[src/rtl/pram_pkg.sv]
package pram_pkg;
    localparam int PAGE_W = 2;
    localparam int NPAGE  = 1 << PAGE_W;
    localparam int REG_W  = 8;

    typedef enum logic [1:0] {
        SZ_BYTE = 2'd0,
        SZ_HALF = 2'd1,
        SZ_WORD = 2'd2,
        SZ_RSVD = 2'd3
    } acc_size_e;

    typedef enum logic {
        BUF_EMPTY   = 1'b0,
        BUF_PENDING = 1'b1
    } buf_state_e;
endpackage

[src/rtl/pram_enreg.sv]
module pram_enreg
    import pram_pkg::*;
(
    input  logic             clk,
    input  logic             por_n,
    input  logic             wr,
    input  logic [1:0]       size,
    input  logic [REG_W-1:0] wdata,
    output logic [NPAGE-1:0] en,
    output logic [NPAGE-1:0] drop,
    output logic [REG_W-1:0] rdata
);
    logic wr_ok;
    logic unused_hi;

    assign wr_ok     = wr && (acc_size_e'(size) == SZ_BYTE);
    assign unused_hi = ^wdata[REG_W-1:NPAGE];

    always_ff @(posedge clk or negedge por_n) begin
        if (!por_n)     en <= '1;
        else if (wr_ok) en <= wdata[NPAGE-1:0];
    end

    // pages whose enable is cleared at this edge
    assign drop  = wr_ok ? (en & ~wdata[NPAGE-1:0]) : '0;
    assign rdata = {{(REG_W-NPAGE){1'b1}}, en};

    // non-byte accesses leave the enables untouched
    p_size_ignored_r3: assert property (@(posedge clk) disable iff (!por_n)
        (wr && size != 2'd0) |=> $stable(en));

    // a byte write is visible after exactly one edge
    p_enable_next_edge_r4: assert property (@(posedge clk) disable iff (!por_n)
        (wr && size == 2'd0) |=> (rdata[NPAGE-1:0] == $past(wdata[NPAGE-1:0])));
endmodule

[src/rtl/pram_pwbuf.sv]
module pram_pwbuf
    import pram_pkg::*;
#(
    parameter int OFF_W  = 4,
    parameter int DATA_W = 32
) (
    input  logic              clk,
    input  logic              por_n,
    input  logic              page_en,
    input  logic              drop,
    input  logic              acc,
    input  logic              acc_we,
    input  logic [OFF_W-1:0]  off_in,
    input  logic [DATA_W-1:0] data_in,
    output logic              commit,
    output logic [OFF_W-1:0]  cm_off,
    output logic [DATA_W-1:0] cm_data,
    output logic              hit
);
    buf_state_e st, st_nx;
    logic [OFF_W-1:0]  off_q;
    logic [DATA_W-1:0] data_q;

    // state register
    always_ff @(posedge clk or negedge por_n) begin
        if (!por_n) st <= BUF_EMPTY;
        else        st <= st_nx;
    end

    // transitions: post, repost, commit-on-read, discard
    always_comb begin
        st_nx = st;
        unique case (st)
            BUF_EMPTY: begin
                if (drop)                st_nx = BUF_EMPTY;
                else if (acc && acc_we)  st_nx = BUF_PENDING;
            end
            BUF_PENDING: begin
                if (drop)                st_nx = BUF_EMPTY;
                else if (acc && acc_we)  st_nx = BUF_PENDING;
                else if (acc)            st_nx = BUF_EMPTY;
            end
            default:                     st_nx = BUF_EMPTY;
        endcase
    end

    // payload capture
    always_ff @(posedge clk or negedge por_n) begin
        if (!por_n) begin
            off_q  <= '0;
            data_q <= '0;
        end else if (acc && acc_we) begin
            off_q  <= off_in;
            data_q <= data_in;
        end
    end

    // outputs
    always_comb begin
        commit  = (st == BUF_PENDING) && acc;
        cm_off  = off_q;
        cm_data = data_q;
        hit     = (st == BUF_PENDING) && (off_q == off_in);
    end

    // a disabled page never holds a pending word
    p_no_pending_when_off_r7: assert property (@(posedge clk) disable iff (!por_n)
        !page_en |-> (st == BUF_EMPTY));

    // disabling a page throws its pending word away
    p_discard_on_disable_r10: assert property (@(posedge clk) disable iff (!por_n)
        $fell(page_en) |-> (st == BUF_EMPTY));
endmodule

[src/rtl/pram_array.sv]
module pram_array #(
    parameter int ADDR_W = 6,
    parameter int DATA_W = 32
) (
    input  logic              clk,
    input  logic              we,
    input  logic [ADDR_W-1:0] waddr,
    input  logic [DATA_W-1:0] wdata,
    input  logic [ADDR_W-1:0] raddr,
    output logic [DATA_W-1:0] rdata
);
    localparam int DEPTH = 1 << ADDR_W;

    logic [DATA_W-1:0] mem [DEPTH];

    always_ff @(posedge clk) begin
        if (we) mem[waddr] <= wdata;
    end

    assign rdata = mem[raddr];
endmodule

[src/rtl/paged_ram_ctl.sv]
module paged_ram_ctl
    import pram_pkg::*;
#(
    parameter int              ADDR_W    = 6,
    parameter int              DATA_W    = 32,
    parameter logic [DATA_W-1:0] FILL_WORD = 32'hDEADBEEF
) (
    input  logic              clk,
    input  logic              por_n,
    input  logic              mrst_n,
    input  logic              reg_wr,
    input  logic [1:0]        reg_size,
    input  logic [REG_W-1:0]  reg_wdata,
    output logic [REG_W-1:0]  reg_rdata,
    input  logic              ram_req,
    input  logic              ram_we,
    input  logic [ADDR_W-1:0] ram_addr,
    input  logic [DATA_W-1:0] ram_wdata,
    output logic [DATA_W-1:0] ram_rdata
);
    localparam int OFF_W = ADDR_W - PAGE_W;

    logic [NPAGE-1:0]  page_en, page_drop, acc, commit, hit;
    logic [OFF_W-1:0]  cm_off  [NPAGE];
    logic [DATA_W-1:0] cm_data [NPAGE];
    logic [PAGE_W-1:0] sel_page;
    logic [OFF_W-1:0]  sel_off;
    logic              arr_we;
    logic [ADDR_W-1:0] arr_waddr;
    logic [DATA_W-1:0] arr_wdata, arr_rdata;
    logic              rst_any_n;

    assign sel_page  = ram_addr[ADDR_W-1 -: PAGE_W];
    assign sel_off   = ram_addr[OFF_W-1:0];
    assign rst_any_n = por_n & mrst_n;

    pram_enreg u_enreg (
        .clk   (clk),
        .por_n (por_n),
        .wr    (reg_wr),
        .size  (reg_size),
        .wdata (reg_wdata),
        .en    (page_en),
        .drop  (page_drop),
        .rdata (reg_rdata)
    );

    for (genvar p = 0; p < NPAGE; p++) begin : g_page
        assign acc[p] = ram_req && (sel_page == PAGE_W'(p)) && page_en[p];

        pram_pwbuf #(.OFF_W(OFF_W), .DATA_W(DATA_W)) u_buf (
            .clk     (clk),
            .por_n   (por_n),
            .page_en (page_en[p]),
            .drop    (page_drop[p]),
            .acc     (acc[p]),
            .acc_we  (ram_we),
            .off_in  (sel_off),
            .data_in (ram_wdata),
            .commit  (commit[p]),
            .cm_off  (cm_off[p]),
            .cm_data (cm_data[p]),
            .hit     (hit[p])
        );
    end

    // route the single committing buffer to the array write port
    always_comb begin
        arr_we    = 1'b0;
        arr_waddr = '0;
        arr_wdata = '0;
        for (int p = 0; p < NPAGE; p++) begin
            if (commit[p]) begin
                arr_we    = 1'b1;
                arr_waddr = {PAGE_W'(p), cm_off[p]};
                arr_wdata = cm_data[p];
            end
        end
    end

    pram_array #(.ADDR_W(ADDR_W), .DATA_W(DATA_W)) u_array (
        .clk   (clk),
        .we    (arr_we),
        .waddr (arr_waddr),
        .wdata (arr_wdata),
        .raddr (ram_addr),
        .rdata (arr_rdata)
    );

    // registered read data; either reset clears it
    always_ff @(posedge clk or negedge rst_any_n) begin
        if (!rst_any_n) begin
            ram_rdata <= '0;
        end else if (ram_req && !ram_we) begin
            if (!page_en[sel_page])  ram_rdata <= FILL_WORD;
            else if (hit[sel_page])  ram_rdata <= cm_data[sel_page];
            else                     ram_rdata <= arr_rdata;
        end
    end

    // only one page may commit in a cycle
    p_single_commit_r9: assert property (@(posedge clk) disable iff (!por_n)
        $onehot0(commit));

    // reads of a disabled page answer with the filler word
    p_fill_on_disabled_r8: assert property (@(posedge clk) disable iff (!rst_any_n)
        (ram_req && !ram_we && !reg_rdata[sel_page]) |=> (ram_rdata == FILL_WORD));
endmodule

[config.mk]
export PLATFORM = sky130hd
export DESIGN_NAME = paged_ram_ctl
export DESIGN_NICKNAME = d
export VERILOG_FILES = /design/src/rtl/pram_pkg.sv /design/src/rtl/pram_enreg.sv /design/src/rtl/pram_pwbuf.sv /design/src/rtl/pram_array.sv /design/src/rtl/paged_ram_ctl.sv
export SDC_FILE = /design/constraint.sdc
export NUM_CORES = 2
export LEC_CHECK = 0
export ABC_CLOCK_PERIOD_IN_PS = 13550
export BUFFER_PORTS_ARGS = -buffer_cell sky130_fd_sc_hd__buf_2
export CAP_MARGIN = 20
export CORE_MARGIN = 2
export CORE_UTILIZATION = 41
export DETAILED_ROUTE_END_ITERATION = 8
export MAX_ROUTING_LAYER = met4
export PLACE_DENSITY_LB_ADDON = 0.2
export SETUP_SLACK_MARGIN = 0.15
export SLEW_MARGIN = 20
export SYNTH_ARGS = -nofsm -noshare
export SYNTH_HDL_FRONTEND = slang
export SYNTH_SLANG_ARGS = --single-unit
[constraint.sdc]
create_clock -name clk -period 13.55 [get_ports clk]
set_input_delay 0.6775 -clock clk [delete_from_list [all_inputs] [get_ports clk]]
set_output_delay 0.6775 -clock clk [all_outputs]
set_load 0.02 [all_outputs]
==> out/results.ini <==
[routing]
vias=45300
dr.pass1.iters=5
routed_wl_um=245000
wl_per_cell_um=31.9
dr.first_iter.drc_count=4858
antenna_left=0
drcViolationCount=0
vias_per_cell=5.91

[floorplan]
rows=169
start_util_pct=41.2
dieArea_um2=216000
die_y_um=465
core-area_um2=212000
die_w_um=465
io_pins=94

[finish]
fin_cells=7664
area_growth_pct=13.0
stdcell_area_um2=98600
drive_above_1_share_pct=23.3
final_nets=4702

[timing]
finalHoldViolations=0
finClkSkew_ns=0.0317
tightest_slew_ns=1.14
relSlewSlack_pct=24.2
drv_slew=0
fin_setup_tns_ns=0
rsz0062_at_grt=false
period_needed_ns=5.23
period_share_pct=38.6
fmax_mhz=191
holdWs_ns=0.0510
setup_ws_ns=8.32
setup_viol=0

[cts]
clock_sinks=2232
cts_buffer_depth=3
htree_levels=4
cts-root-buf=clkbuf_16
clk_pin_slew_ns=0.06
numCtsBuffers=222
cts_tree=done
post_cts.repair.setup_buffers=0
clkLatencyLatePin_ns=0.86

[grt]
overflow=0
grt_pass1_wl_um=342000
antenna_found_initial=11
grt_pass1_vias=44500
track_usage_pct=23.0
grt_max_degree=110

[placed_design]
hpwl_um=127000
portBuffers=85
place_ws_ns=7.51
dp.cells=7244
gp_congestion=0.789
dpl_cell_area_um2=91600

[setup_path]
worstSetupStartpointType=input port
cp_data_required_time_ns=14.06
arrival_ns=5.75
path_max_fanout=31
path_cells=buf_2, buf_4, nand4_1, nor2_4, buf_4, nor2_1, a31oi_1, nand3_1, nor2_4, buf_4
cp_slowest_cell=nor2_4
critical_path_class=in -> reg
cpPeakStageDelay_ns=0.94
worst_path_most_repeated_cell=buf_4
endpoint_kind=register

[yosys]
synth_cell_types=50
ys.warnings.count=0
async_reset_ff_share_pct=8.24
syn_avg_cell_area_um2=19.5
ys_seq_area_share_pct=75.8
ys_ff_latch=2232
synth_edf_count=2048
syn_area_um2=87200
syn-instance-count=4473
synth-main-ff-cell=edfxtp_1

[power_and_ir_drop]
p_sw_share_pct=22.9
p_clk_share_pct=40.0
power.switching_uw=3390
ir_drop_v=0.000168
seq_power_share_pct=53.1
p_per_area_nw_per_um2=150
p_comb_share_pct=6.9
p_leak_uw=0.0312
power.internal_uw=11400

[outcome]
status=complete, no violations

[worst_hold_path]
hp-class=in -> async

[flow_run]
drv_cap=0

==> Yosys cell counts (8+ instances only) <==
cell type     n  area share, %
clkbuf_1    127           0.55
mux2_2      142            1.8
nand4_1      35           0.25
a31oi_1      33           0.24
nand3_1     117           0.67
buf_2        98           0.56
o32ai_1      26           0.26
edfxtp_1   2048             70
xor2_1        8          0.080
a32oi_1      11           0.11
o22ai_1      17           0.12
mux4_2      327            8.4
nor2b_1      10          0.072
nor2_1       84           0.36
buf_4        40           0.34
o21ai_0      44           0.25
inv_1        10          0.043
nor3_1       18           0.10
mux2i_1     444            5.1
a22o_1       48           0.48
nand2_1     138           0.59
dfrtp_1     180            5.2
or3_1        16           0.11
nor3_2       11           0.13
buf_1        12          0.052
a21oi_1      77           0.44
xnor2_1       8          0.080
a22oi_1     292            2.5
==> state kept, by name, indices dropped and copies added, names as in the netlist <==
name                  count
ram_rdata                32
g_page.u_buf.cm_data    128
g_page.u_buf.cm_off      16
g_page.u_buf.st           4
u_enreg.en                4
u_array.mem            2048
==> worst paths after layout <==
path / from / end / slack [ns] / depth (start not counted)
max reg2reg: u_enreg.en[3] / u_array.mem[27][7] / 8.91 / 8
max: ram_addr[5] / u_array.mem[27][7] / 8.32 / 10
min in group clk: reg_wdata[3] / u_enreg.en[3] / 0.08 / 2
max in group asynchronous: por_n / g_page[0].u_buf.cm_off[1] / 11.64 / 3
min: mrst_n / ram_rdata[16] / 0.05 / 3
min reg2reg: g_page[2].u_buf.cm_off[2] / g_page[2].u_buf.cm_off[2] / 0.52 / 2
==> cell usage in the layout, fill, tap and decap left out, drive strengths merged, types with 5 or more instances in the layout <==
cell | netlist | final
a21oi | 77 | 77
a22o | 48 | 48
a22oi | 292 | 292
a31oi | 33 | 33
a32oi | 11 | 11
and2 | 7 | 7
buf | 155 | 230
bufinv | 0 | 14
clkbuf | 128 | 283
clkinv | 0 | 106
dfrtp | 180 | 180
diode | 0 | 5
edfxtp | 2048 | 2048
inv | 10 | 21
mux2 | 142 | 142
mux2i | 444 | 444
mux4 | 327 | 327
nand2 | 138 | 138
nand3 | 117 | 117
nand4 | 35 | 35
nor2 | 85 | 85
nor2b | 10 | 10
nor3 | 30 | 30
o21ai | 44 | 44
o22ai | 17 | 17
o32ai | 26 | 26
or3 | 16 | 16
xnor2 | 8 | 8
xor2 | 8 | 8
==> cells by family after synthesis <==
| family | synth area share, % |
|---|---|
| flip-flops | 75.8 |
| multiplexers | 15.4 |
| AO/OA/AOI/OAI | 4.56 |
| AND/OR/NAND/NOR | 2.51 |
| buffers and inverters | 1.62 |
| XOR/XNOR | 0.161 |
| other | 0.00430 |
==> power groups by stage <==
stage / registers (µW) / clock network [µW] / logic [µW]
3_5_place_dp: 8010 / 0 / 1020
4_1_cts: 7870 / 6020 / 1020
6_report: 7870 / 5930 / 1020
5_1_grt: 7890 / 6290 / 1070
2_1_floorplan: 7970 / 0 / 623
3_3_place_gp: 8000 / 0 / 1000
==> stage by stage <==
step                power [µW]  util [%]
finish                   14800      46.5
global route             15300      46.5
CTS                      14900      46.5
detailed placement        9030      43.2
global placement          9000      43.2
floorplan                 8600         -
==> layer usage <==
| metal | part of all wire, % | track usage (%) |
|---|---|---|
| met5 | 0 | - |
| met2 | 49 | 36.3 |
| met3 | 6.5 | 3.33 |
| met1 | 42 | 31.4 |
| met4 | 2.6 | 6.28 |
==> worst max-delay path, delay by kind of cell <==
family | cells | cell delay, ns
AO/OA/AOI/OAI | 1 | 0.30
buffers and inverters | 4 | 2.10
AND/OR/NAND/NOR | 5 | 2.55
==> cell type report <==
type	instances	area (µm²)
Antenna cell	5	12.5
Clock buffer	283	5890
Clock inverter	131	1040
Fill cell	17900	113000
Inverter	10	37.5
Multi-Input combinational cell	1951	20400
Sequential cell	2232	66100
Tap cell	2821	3530
Timing Repair Buffer	231	1580
==> repair_timing <==
item                                   in CTS  in global routing
hold buffers                                1                  0
setup endpoints to repair                   0                  0
gates resized for setup                     0                  0
endpoints found under the hold margin      86                  0
Power figures use the tool's default switching activity.
